===== src/rtl/dbg_trig_pkg.sv =====
package dbg_trig_pkg;

    typedef enum logic [1:0] {
        ALIGN_END   = 2'b00,
        ALIGN_BEGIN = 2'b01,
        ALIGN_MID   = 2'b10,
        ALIGN_RSVD  = 2'b11
    } align_e;

    typedef enum logic [1:0] {
        RT_NONE = 2'b00,
        RT_SWI  = 2'b01,
        RT_MON  = 2'b10
    } route_e;

    // Begin and mid alignment keep capturing after the trigger.
    function automatic logic align_defers(input logic [1:0] code);
        return (code == ALIGN_BEGIN) || (code == ALIGN_MID);
    endfunction

endpackage


===== src/rtl/dbg_trig_src.sv =====
module dbg_trig_src #(
    parameter int NUM_CH = 4,
    parameter logic [NUM_CH-1:0] CH_MASK = '1
) (
    input  logic              arm_i,
    input  logic [NUM_CH-1:0] cmp_hit_i,
    input  logic              cmp_tag_i,
    output logic              adv_o
);

    logic [NUM_CH-1:0] gated;

    for (genvar c = 0; c < NUM_CH; c++) begin : g_ch
        if (CH_MASK[c]) begin : g_on
            assign gated[c] = cmp_hit_i[c];
        end else begin : g_off
            assign gated[c] = 1'b0;
        end
    end

    assign adv_o = arm_i && ((|gated) || cmp_tag_i);

endmodule


===== src/rtl/dbg_trig_seq.sv =====
module dbg_trig_seq
    import dbg_trig_pkg::*;
#(
    parameter int SEQ_STATES = 4,
    parameter int SW = 2
) (
    input  logic          clk_i,
    input  logic          rst_ni,
    input  logic          arm_i,
    input  logic          adv_i,
    input  logic          ext_tag_i,
    input  logic          imm_trig_i,
    input  logic          trace_en_i,
    input  logic [1:0]    align_i,
    input  logic          trace_done_i,
    output logic [SW-1:0] state_o,
    output logic          pend_o,
    output logic          fire_o,
    output logic          trace_end_o
);

    localparam logic [SW-1:0] FINAL     = SW'(SEQ_STATES - 1);
    localparam logic [SW-1:0] PRE_FINAL = SW'(SEQ_STATES - 2);
    localparam logic [SW-1:0] FIRST     = SW'(1);

    typedef struct packed {
        logic [SW-1:0] st;
        logic          pend;
        logic          pend_imm;
        logic          end_p;
    } seq_t;

    seq_t seq_d, seq_q;
    logic fire_d;
    logic defer;

    always_comb begin
        seq_d       = seq_q;
        seq_d.end_p = 1'b0;
        fire_d      = 1'b0;
        defer       = trace_en_i && align_defers(align_i);

        if (ext_tag_i && (arm_i || seq_q.pend)) begin
            // tag pin: always end-aligned, ends the session now
            seq_d.st       = '0;
            seq_d.pend     = 1'b0;
            seq_d.pend_imm = 1'b0;
            seq_d.end_p    = trace_en_i;
            fire_d         = 1'b1;
        end else if (seq_q.pend) begin
            if (trace_done_i) begin
                seq_d.st       = '0;
                seq_d.pend     = 1'b0;
                seq_d.pend_imm = 1'b0;
                seq_d.end_p    = 1'b1;
                fire_d         = 1'b1;
            end else if (!arm_i && !seq_q.pend_imm) begin
                seq_d.st   = '0;
                seq_d.pend = 1'b0;
            end
        end else if (seq_q.st == FINAL) begin
            seq_d.st = '0;
        end else if (imm_trig_i) begin
            seq_d.st = FINAL;
            if (defer) begin
                seq_d.pend     = 1'b1;
                seq_d.pend_imm = 1'b1;
            end else begin
                seq_d.end_p = trace_en_i;
                fire_d      = 1'b1;
            end
        end else if (!arm_i) begin
            seq_d.st = '0;
        end else if (seq_q.st == '0) begin
            seq_d.st = FIRST;
        end else if (adv_i) begin
            if (seq_q.st == PRE_FINAL) begin
                seq_d.st = FINAL;
                if (defer) begin
                    seq_d.pend     = 1'b1;
                    seq_d.pend_imm = 1'b0;
                end else begin
                    seq_d.end_p = trace_en_i;
                    fire_d      = 1'b1;
                end
            end else begin
                seq_d.st = seq_q.st + FIRST;
            end
        end
    end

    always_ff @(posedge clk_i or negedge rst_ni) begin
        if (!rst_ni) begin
            seq_q <= '0;
        end else begin
            seq_q <= seq_d;
        end
    end

    assign state_o     = seq_q.st;
    assign pend_o      = seq_q.pend;
    assign fire_o      = fire_d;
    assign trace_end_o = seq_q.end_p;

endmodule


===== src/rtl/dbg_brk_route.sv =====
module dbg_brk_route
    import dbg_trig_pkg::*;
(
    input  logic clk_i,
    input  logic rst_ni,
    input  logic fire_i,
    input  logic brk_en_i,
    input  logic brk_to_mon_i,
    input  logic mon_en_i,
    input  logic mon_active_i,
    input  logic swi_insn_i,
    output logic brk_mon_o,
    output logic brk_swi_o,
    output logic hold_o
);

    typedef struct packed {
        logic mon;
        logic swi;
        logic hold;
    } req_t;

    req_t   req_d, req_q;
    route_e route;

    always_comb begin
        route = RT_NONE;
        if (fire_i && brk_en_i && !mon_active_i) begin
            route = (brk_to_mon_i && mon_en_i) ? RT_MON : RT_SWI;
        end
        req_d.mon  = (route == RT_MON);
        req_d.swi  = (route == RT_SWI);
        req_d.hold = (route == RT_MON) && swi_insn_i;
    end

    always_ff @(posedge clk_i or negedge rst_ni) begin
        if (!rst_ni) begin
            req_q <= '0;
        end else begin
            req_q <= req_d;
        end
    end

    assign brk_mon_o = req_q.mon;
    assign brk_swi_o = req_q.swi;
    assign hold_o    = req_q.hold;

endmodule


===== src/rtl/dbg_trig_ctrl.sv =====
module dbg_trig_ctrl #(
    parameter int NUM_CH = 4,
    parameter logic [NUM_CH-1:0] CH_MASK = '1,
    parameter int SEQ_STATES = 4,
    localparam int SW = (SEQ_STATES > 2) ? $clog2(SEQ_STATES) : 1
) (
    input  logic              clk_i,
    input  logic              rst_ni,
    input  logic              arm_i,
    input  logic [NUM_CH-1:0] cmp_hit_i,
    input  logic              cmp_tag_i,
    input  logic              ext_tag_i,
    input  logic              imm_trig_i,
    input  logic              trace_en_i,
    input  logic [1:0]        align_i,
    input  logic              trace_done_i,
    input  logic              brk_en_i,
    input  logic              brk_to_mon_i,
    input  logic              mon_en_i,
    input  logic              mon_active_i,
    input  logic              swi_insn_i,
    output logic [SW-1:0]     seq_state_o,
    output logic              trace_end_o,
    output logic              brk_mon_o,
    output logic              brk_swi_o,
    output logic              user_swi_hold_o
);

    logic adv_w;
    logic pend_w;
    logic fire_w;

    dbg_trig_src #(
        .NUM_CH (NUM_CH),
        .CH_MASK(CH_MASK)
    ) u_src (
        .arm_i    (arm_i),
        .cmp_hit_i(cmp_hit_i),
        .cmp_tag_i(cmp_tag_i),
        .adv_o    (adv_w)
    );

    dbg_trig_seq #(
        .SEQ_STATES(SEQ_STATES),
        .SW        (SW)
    ) u_seq (
        .clk_i       (clk_i),
        .rst_ni      (rst_ni),
        .arm_i       (arm_i),
        .adv_i       (adv_w),
        .ext_tag_i   (ext_tag_i),
        .imm_trig_i  (imm_trig_i),
        .trace_en_i  (trace_en_i),
        .align_i     (align_i),
        .trace_done_i(trace_done_i),
        .state_o     (seq_state_o),
        .pend_o      (pend_w),
        .fire_o      (fire_w),
        .trace_end_o (trace_end_o)
    );

    dbg_brk_route u_route (
        .clk_i       (clk_i),
        .rst_ni      (rst_ni),
        .fire_i      (fire_w),
        .brk_en_i    (brk_en_i),
        .brk_to_mon_i(brk_to_mon_i),
        .mon_en_i    (mon_en_i),
        .mon_active_i(mon_active_i),
        .swi_insn_i  (swi_insn_i),
        .brk_mon_o   (brk_mon_o),
        .brk_swi_o   (brk_swi_o),
        .hold_o      (user_swi_hold_o)
    );

endmodule


===== config.mk =====
export PLATFORM = sky130hd
export DESIGN_NAME = dbg_trig_ctrl
export DESIGN_NICKNAME = d
export VERILOG_FILES = /design/src/rtl/dbg_trig_pkg.sv /design/src/rtl/dbg_trig_src.sv /design/src/rtl/dbg_trig_seq.sv /design/src/rtl/dbg_brk_route.sv /design/src/rtl/dbg_trig_ctrl.sv
export SDC_FILE = /design/constraint.sdc
export NUM_CORES = 1
export LEC_CHECK = 0
export CORE_UTILIZATION = 36
export DETAILED_ROUTE_END_ITERATION = 7
export PLACE_DENSITY_LB_ADDON = 0.3
export SYNTH_ARGS = -nofsm -noshare
export SYNTH_HDL_FRONTEND = slang
export SYNTH_SLANG_ARGS = --single-unit

===== constraint.sdc =====
create_clock -name clk_i -period 1.4 [get_ports clk_i]
set_input_delay 0.28 -clock clk_i [delete_from_list [all_inputs] [get_ports clk_i]]
set_output_delay 0.28 -clock clk_i [all_outputs]
set_load 0.02 [all_outputs]

# After elaboration in Yosys (flattened, before gate mapping)
# Cells that the tools add are included.
[classes]
n_addsub = 1
n_reduce_logical = 22
muxes = 30
eq_ne = 11
[op_table]
columns = ["op", "count"]
rows = [
  ["5-bit 2-to-1 mux", 4],
  ["2-bit 2-to-1 mux", 9],
  ["3-bit 2-to-1 mux", 6],
  ["4-bit nonzero test", 3],
  ["1-bit 2-to-1 mux", 11],
  ["2-bit equality test (second input constant)", 4],
  ["1-bit logical AND", 8],
  ["7-bit by 1-bit inequality test with 1-bit output (second input constant)", 1],
  ["7-bit AND reduction", 1],
  ["2-bit by 1-bit equality test with 1-bit output (second input constant)", 2],
  ["4-bit by 2-bit inequality test with 1-bit output (second input constant)", 1],
  ["4-bit inequality test (second input constant)", 1],
  ["4-bit OR reduction", 1],
  ["1-bit zero test", 3],
  ["1-bit logical OR", 3],
  ["3-bit by 1-bit inequality test with 1-bit output (second input constant)", 1],
  ["3-bit inequality test (second input constant)", 1],
  ["3-bit nonzero test", 1],
  ["2-bit by 1-bit adder with 2-bit output (second input constant)", 1],
  ["2-bit zero test", 1],
  ["2-bit AND reduction", 1],
]
[word_totals]
inputBits = 19
reg_bits = 8
out_inout_bits = 6
wordCells = 71

# Longest topological paths before layout
[logic_depth]
ltp_word = 17
depth_mapped = 6
ltp_nobuf = 6

# By module
# A second synthesis with hierarchy kept.
[hier_totals]
cells_unflattened = 58
area_unflattened_um2 = 551.8
[modules_own_cells]
columns = ["mod", "cells_per_inst", "instances", "seq_area_each_um2", "area_each_um2"]
rows = [
  ["dbg_trig_seq", 47, 1, 125.1, 416.6],
  ["dbg_brk_route", 9, 1, 75.1, 120.1],
  ["dbg_trig_src", 2, 1, 0.0, 15.0],
]

# Worst setup path after synthesis
# No wires, ideal clock.
[synth_timing]
kind = "in2reg"
from = "input port cmp_hit_i[1]"
to = "register u_seq.seq_q, in the netlist u_seq.state_o[0]"
stages = 4
setup_time_ns = 0.125
setup_slack_ns = -0.198
arrival_ns = 1.473
required_ns = 1.275
cell_sequence = "or3_4 or3_4 o21ai_2 mux2_2"
[synth_between]
elab_chain_len = 5
[synth_lines]
columns = ["item", "line", "text"]
rows = [
  ["start, declared", "dbg_trig_ctrl.sv:10", "input logic [NUM_CH-1:0] cmp_hit_i,"],
  ["4-bit OR reduction", "dbg_trig_src.sv:21", "assign adv_o = arm_i && ((|gated) || cmp_tag_i);"],
  ["1-bit logical OR", "dbg_trig_src.sv:21", ""],
  ["1-bit logical AND", "dbg_trig_src.sv:21", ""],
  ["7-bit by 1-bit inequality test with 1-bit output (no source line)", "-", ""],
  ["2-bit AND reduction (no source line)", "-", ""],
  ["end signal, assigned", "dbg_trig_seq.sv:96", "seq_q <= seq_d;"],
  ["end, declared", "dbg_trig_seq.sv:33", "seq_t seq_d, seq_q;"],
]
# No other way between the ends.
# A chain may end at the register's enable or synchronous reset.

# Worst setup path in the final report
[layout_timing]
from = "register u_seq.seq_q, in the netlist u_seq.state_o[0]"
to = "register u_seq.seq_q, in the netlist u_seq.state_o[0]"
[layout_between]
elab_chain_len = 9
elab_cells_between_ends = 14
cone_classes = "1 x add/sub; 3 x eq/ne; 8 x mux; 2 x reduce/logical"
[layout_lines]
columns = ["item", "line", "text"]
rows = [
  ["2-bit by 1-bit adder with 2-bit output or 2-bit equality test (tied branches)", "dbg_trig_seq.sv:87, dbg_trig_seq.sv:77", ""],
  ["2-bit 2-to-1 mux", "dbg_trig_seq.sv:77", "if (seq_q.st == PRE_FINAL) begin"],
  ["5-bit 2-to-1 mux", "dbg_trig_seq.sv:76", "end else if (adv_i) begin"],
  ["2-bit 2-to-1 mux", "dbg_trig_seq.sv:74", "end else if (seq_q.st == '0) begin"],
  ["2-bit 2-to-1 mux", "dbg_trig_seq.sv:72", "end else if (!arm_i) begin"],
  ["5-bit 2-to-1 mux", "dbg_trig_seq.sv:63", "end else if (imm_trig_i) begin"],
  ["2-bit 2-to-1 mux", "dbg_trig_seq.sv:61", "end else if (seq_q.st == FINAL) begin"],
  ["5-bit 2-to-1 mux", "dbg_trig_seq.sv:50", "end else if (seq_q.pend) begin"],
  ["5-bit 2-to-1 mux", "dbg_trig_seq.sv:43", "if (ext_tag_i && (arm_i || seq_q.pend)) begin"],
]
# Several ways; a longest one is shown, not always the timed one. The select of a mux whose other input is x is not followed.

==> results summary <==
The post-layout minimum cycle time is 1.55 ns. Ranked by total cell area, the synthesized netlist is headed by dfrtp_1 36%, ha_1 6.7%, nand2_1 4.7%. The final layout contains 128 nets. The setup violation total in the final timing report is 6. The number of cell instances on the worst register-to-register path is 5. Together, buffers and inverters on the worst path number 1. The count of routing violations after the opening detailed-route iteration is 8. Walking the worst path, the cells encountered are inv_2 -> ha_4 -> nand4_1 -> o21ai_4 -> mux2_4. The global routing usage summed across all routing layers came out at 19.1%. The detailed-placement wirelength estimate came out at 1110 um. After clock tree synthesis, the flow added hold-fix buffers numbering 0. The number of optimization iterations in the first detailed-route pass came out at 4. In this run the critical register-to-register path is captured at u_seq.state_o[0]. 25 I/O pins were placed. The number of max-slew violations in the final report came out at 0. The via density per instance is 5.36.

The launching element of the worst setup path is u_seq.state_o[0]. The post-synthesis average cell area is 9.19 um^2. Setup slack on the critical path of the routed design comes to -0.145 ns. The slew at the pin closest to its max-slew limit is 0.341 ns. Across the VDD grid, the largest voltage drop is 404 uV. The worst setup slack for register-to-register paths is -0.15 ns. The die width came out at 41.5 um. The worst setup skew after layout came out at 0.000893 ns. The cell family contributing the most delay on the critical path is flip-flops. The area share of the largest cell type after synthesis is 35.7%. CTS placed an instance of clkbuf_4 at the clock tree root.

TritonCTS built the clock tree. Clock latency on the worst-skew pair, taken at its later pin, is 0.24 ns. The number of CTS-inserted buffers came out at 3.

The maximum frequency from static timing analysis came out at 0.647 GHz. The die covers 1720 um^2. The signal arrival time at the worst endpoint is 1.67 ns. The critical path's slowest cell is dfrtp_1.

The final hold slack came out at 0.307 ns. The count of buffers inserted at the top-level ports is 24. The via count of the routed design is 638.

The startpoint kind of the worst setup timing path is a register. The number of global-route vias before repair came to 618. The number of failing hold endpoints at the final stage came out at 0. The end of the critical path is u_seq.state_o[0].

The flow ran to the end, but the final reports show violations. Along the worst path, the maximum fanout reaches 4. The number of storage elements in the synthesis netlist came out at 8.

The required time reported for the critical path endpoint is 1.53 ns. The total core area came out at 1370 um^2. The growth of design area from synthesis to finish is 78.6%.

The highest cell delay on the worst timing path came out at 0.40 ns. The first global-routing pass estimated 2560 um of wire. The final setup TNS is -0.387 ns.

For this run, design rule violations remaining after detail routing come to 0. The final routed wire length divided by cell count is 12.9 um. The number of antenna violations at the first check in global routing came out at 0.

The checks that failed: setup timing. The post-synth net total came out at 83. The fraction of the cycle the final worst path needs is 110%. The largest net degree at the start of global routing is 9. The synthesized netlist cell count is 61. STA classifies the critical path endpoint as a register. The height of the die came out at 41.5 um. The kind of path behind the tightest hold check is input port to async pin. The power density relative to cell area is 972 nW/um^2. The total inserted antenna cells is 0. The final weighted congestion of routability-driven global placement came out at 0.839. The count of distinct cell types in the synthesized netlist came out at 30. Across the run, the number of max-cap violations was 0. The launch instance of the worst register-to-register path is u_seq.state_o[0]. Summing internal, switching and leakage power gives 0.972 mW. After floorplanning, the core was divided into 13 placement rows. The clock sink count is 8. The Yosys warning count came out at 0.

After global routing the overflow that remains totals 0. For this configuration, the core starts out at a cell density of 41.0%. Sequential elements use 35.7% of the synthesized area. The clock tree buffer depth came out at 2.

The CTS clock-pin slew for the worst setup and hold paths came out at 0.05 ns. Summed over all instances, the cell type with the most area after synthesis is dfrtp_1. Wires add up to 1540 um. The detail route stage leaves a number of antenna-violating nets equal to 0. Setup repair after global routing could not meet its margin everywhere.

Cells with a size suffix above 1 make up 39.4% of the layout. The total leakage power is 0.482 nW. The worst pin sits at a relative slew slack of 77.2%. The critical path is of the register to register type. The number of levels in the clock H-tree came out at 1. After synthesis the cells add up to 561 um^2. The cell depth of the worst setup path is 5.
==> final cells by class <==
cell class              instances  area [um^2]
clock buffers                   3         22.5
well taps                      15         18.8
repair buffers                 42          357
flip-flops and latches          8          200
inverters                       5         18.8
multi-input cells              46          384
fillers                       116          365
==> per-layer routing <==
metal / routed length (um) / global-route usage [%] / vias to the layer above
li1: - / - / 311
met1: 674 / 25.4 / 286
met2: 739 / 29.4 / 33
met3: 58 / 3.04 / 8
met4: 65 / 10.3 / 0
met5: 0 / 0 / -
==> power breakdown <==
part           internal (mW)  switching (mW)  total, mW
combinational          0.281           0.231      0.512
clock                 0.0974          0.0681      0.166
sequential             0.264          0.0315      0.295
total                  0.642           0.330      0.972
==> how the worst min path moves through the flow <==
stage                   startpoint                end  slack [ns]
detailed placement  u_seq.seq_q[1]     u_seq.seq_q[1]        0.54
global placement    u_seq.seq_q[1]     u_seq.seq_q[1]        0.54
floorplan                   rst_ni  u_route.brk_mon_o       -0.02
finish                      rst_ni     u_seq.seq_q[1]        0.31
global route                rst_ni     u_seq.seq_q[1]        0.33
CTS                         rst_ni   u_seq.state_o[0]        0.32
==> cells in the mapped netlist <==
cell / number
dfrtp_1: 8
nand2_1: 7
inv_1: 5
a21oi_1: 4
ha_1: 3
nor2_1: 3
buf_4: 2
mux2_2: 2
nor2b_1: 2
nor3b_1: 2
o21ai_0: 2
o31ai_1: 2
or3_4: 2
a211o_1: 1
a211oi_1: 1
a21o_1: 1
a31o_2: 1
a31oi_1: 1
a32oi_1: 1
and2b_2: 1
nand3_1: 1
nand4_1: 1
nor3_1: 1
o2111ai_1: 1
o211ai_1: 1
o21ai_2: 1
o21bai_1: 1
o2bb2ai_1: 1
o311a_2: 1
xor2_1: 1
==> logic make-up after synthesis <==
group           after synthesis  share of synthesized area [%]
simple gates                 20                           20.1
xor+xnor                      1                           1.56
buf+inv                       7                           6.03
fa+ha+maj                     3                           6.70
mux                           2                           4.02
compound gates               20                           25.9
flops                         8                           35.7
==> flip-flops by register name, summed over array words and instances, names as in the netlist <==
name               count
u_route.brk_mon_o      1
u_seq.seq_q            1
u_route.brk_swi_o      1
u_seq.trace_end_o      1
u_route.hold_o         1
u_seq.state_o          2
u_seq.pend_o           1
==> repair_timing <==
item | in CTS | in global routing
buffers inserted | 3 | 1
pin swaps | 6 | 3
endpoints found under the setup margin | 14 | 7
cloned | 0 | 0
gates resized for setup | 30 | 4
hold endpoints to repair | 0 | 0
==> metrics by stage <==
stage | util (%) | area [um^2] | setup WS [ns] | instances
floorplan | - | 567 | -0.161 | 61
global placement | 67.6 | 923 | -0.580 | 113
CTS | 71.2 | 973 | -0.111 | 118
global route | 73.3 | 1000 | -0.196 | 119
finish | 73.3 | 1000 | -0.145 | 119
detailed placement | 67.6 | 923 | -0.623 | 113
==> placed cells by master (no fill, tap or decap), types with 2 or more instances in the layout <==
cell type and instances:
nor2_1 3, clkdlybuf4s50_1 13, clkbuf_4 3, buf_2 3, ha_2 2, nand2_1 7
dlygate4sd2_1 7, inv_2 2, dfrtp_1 8, buf_6 2, o31ai_1 2, a21oi_1 4
buf_4 17, inv_1 3, or3_4 2
No activity file was read; power rests on OpenSTA's default activity.
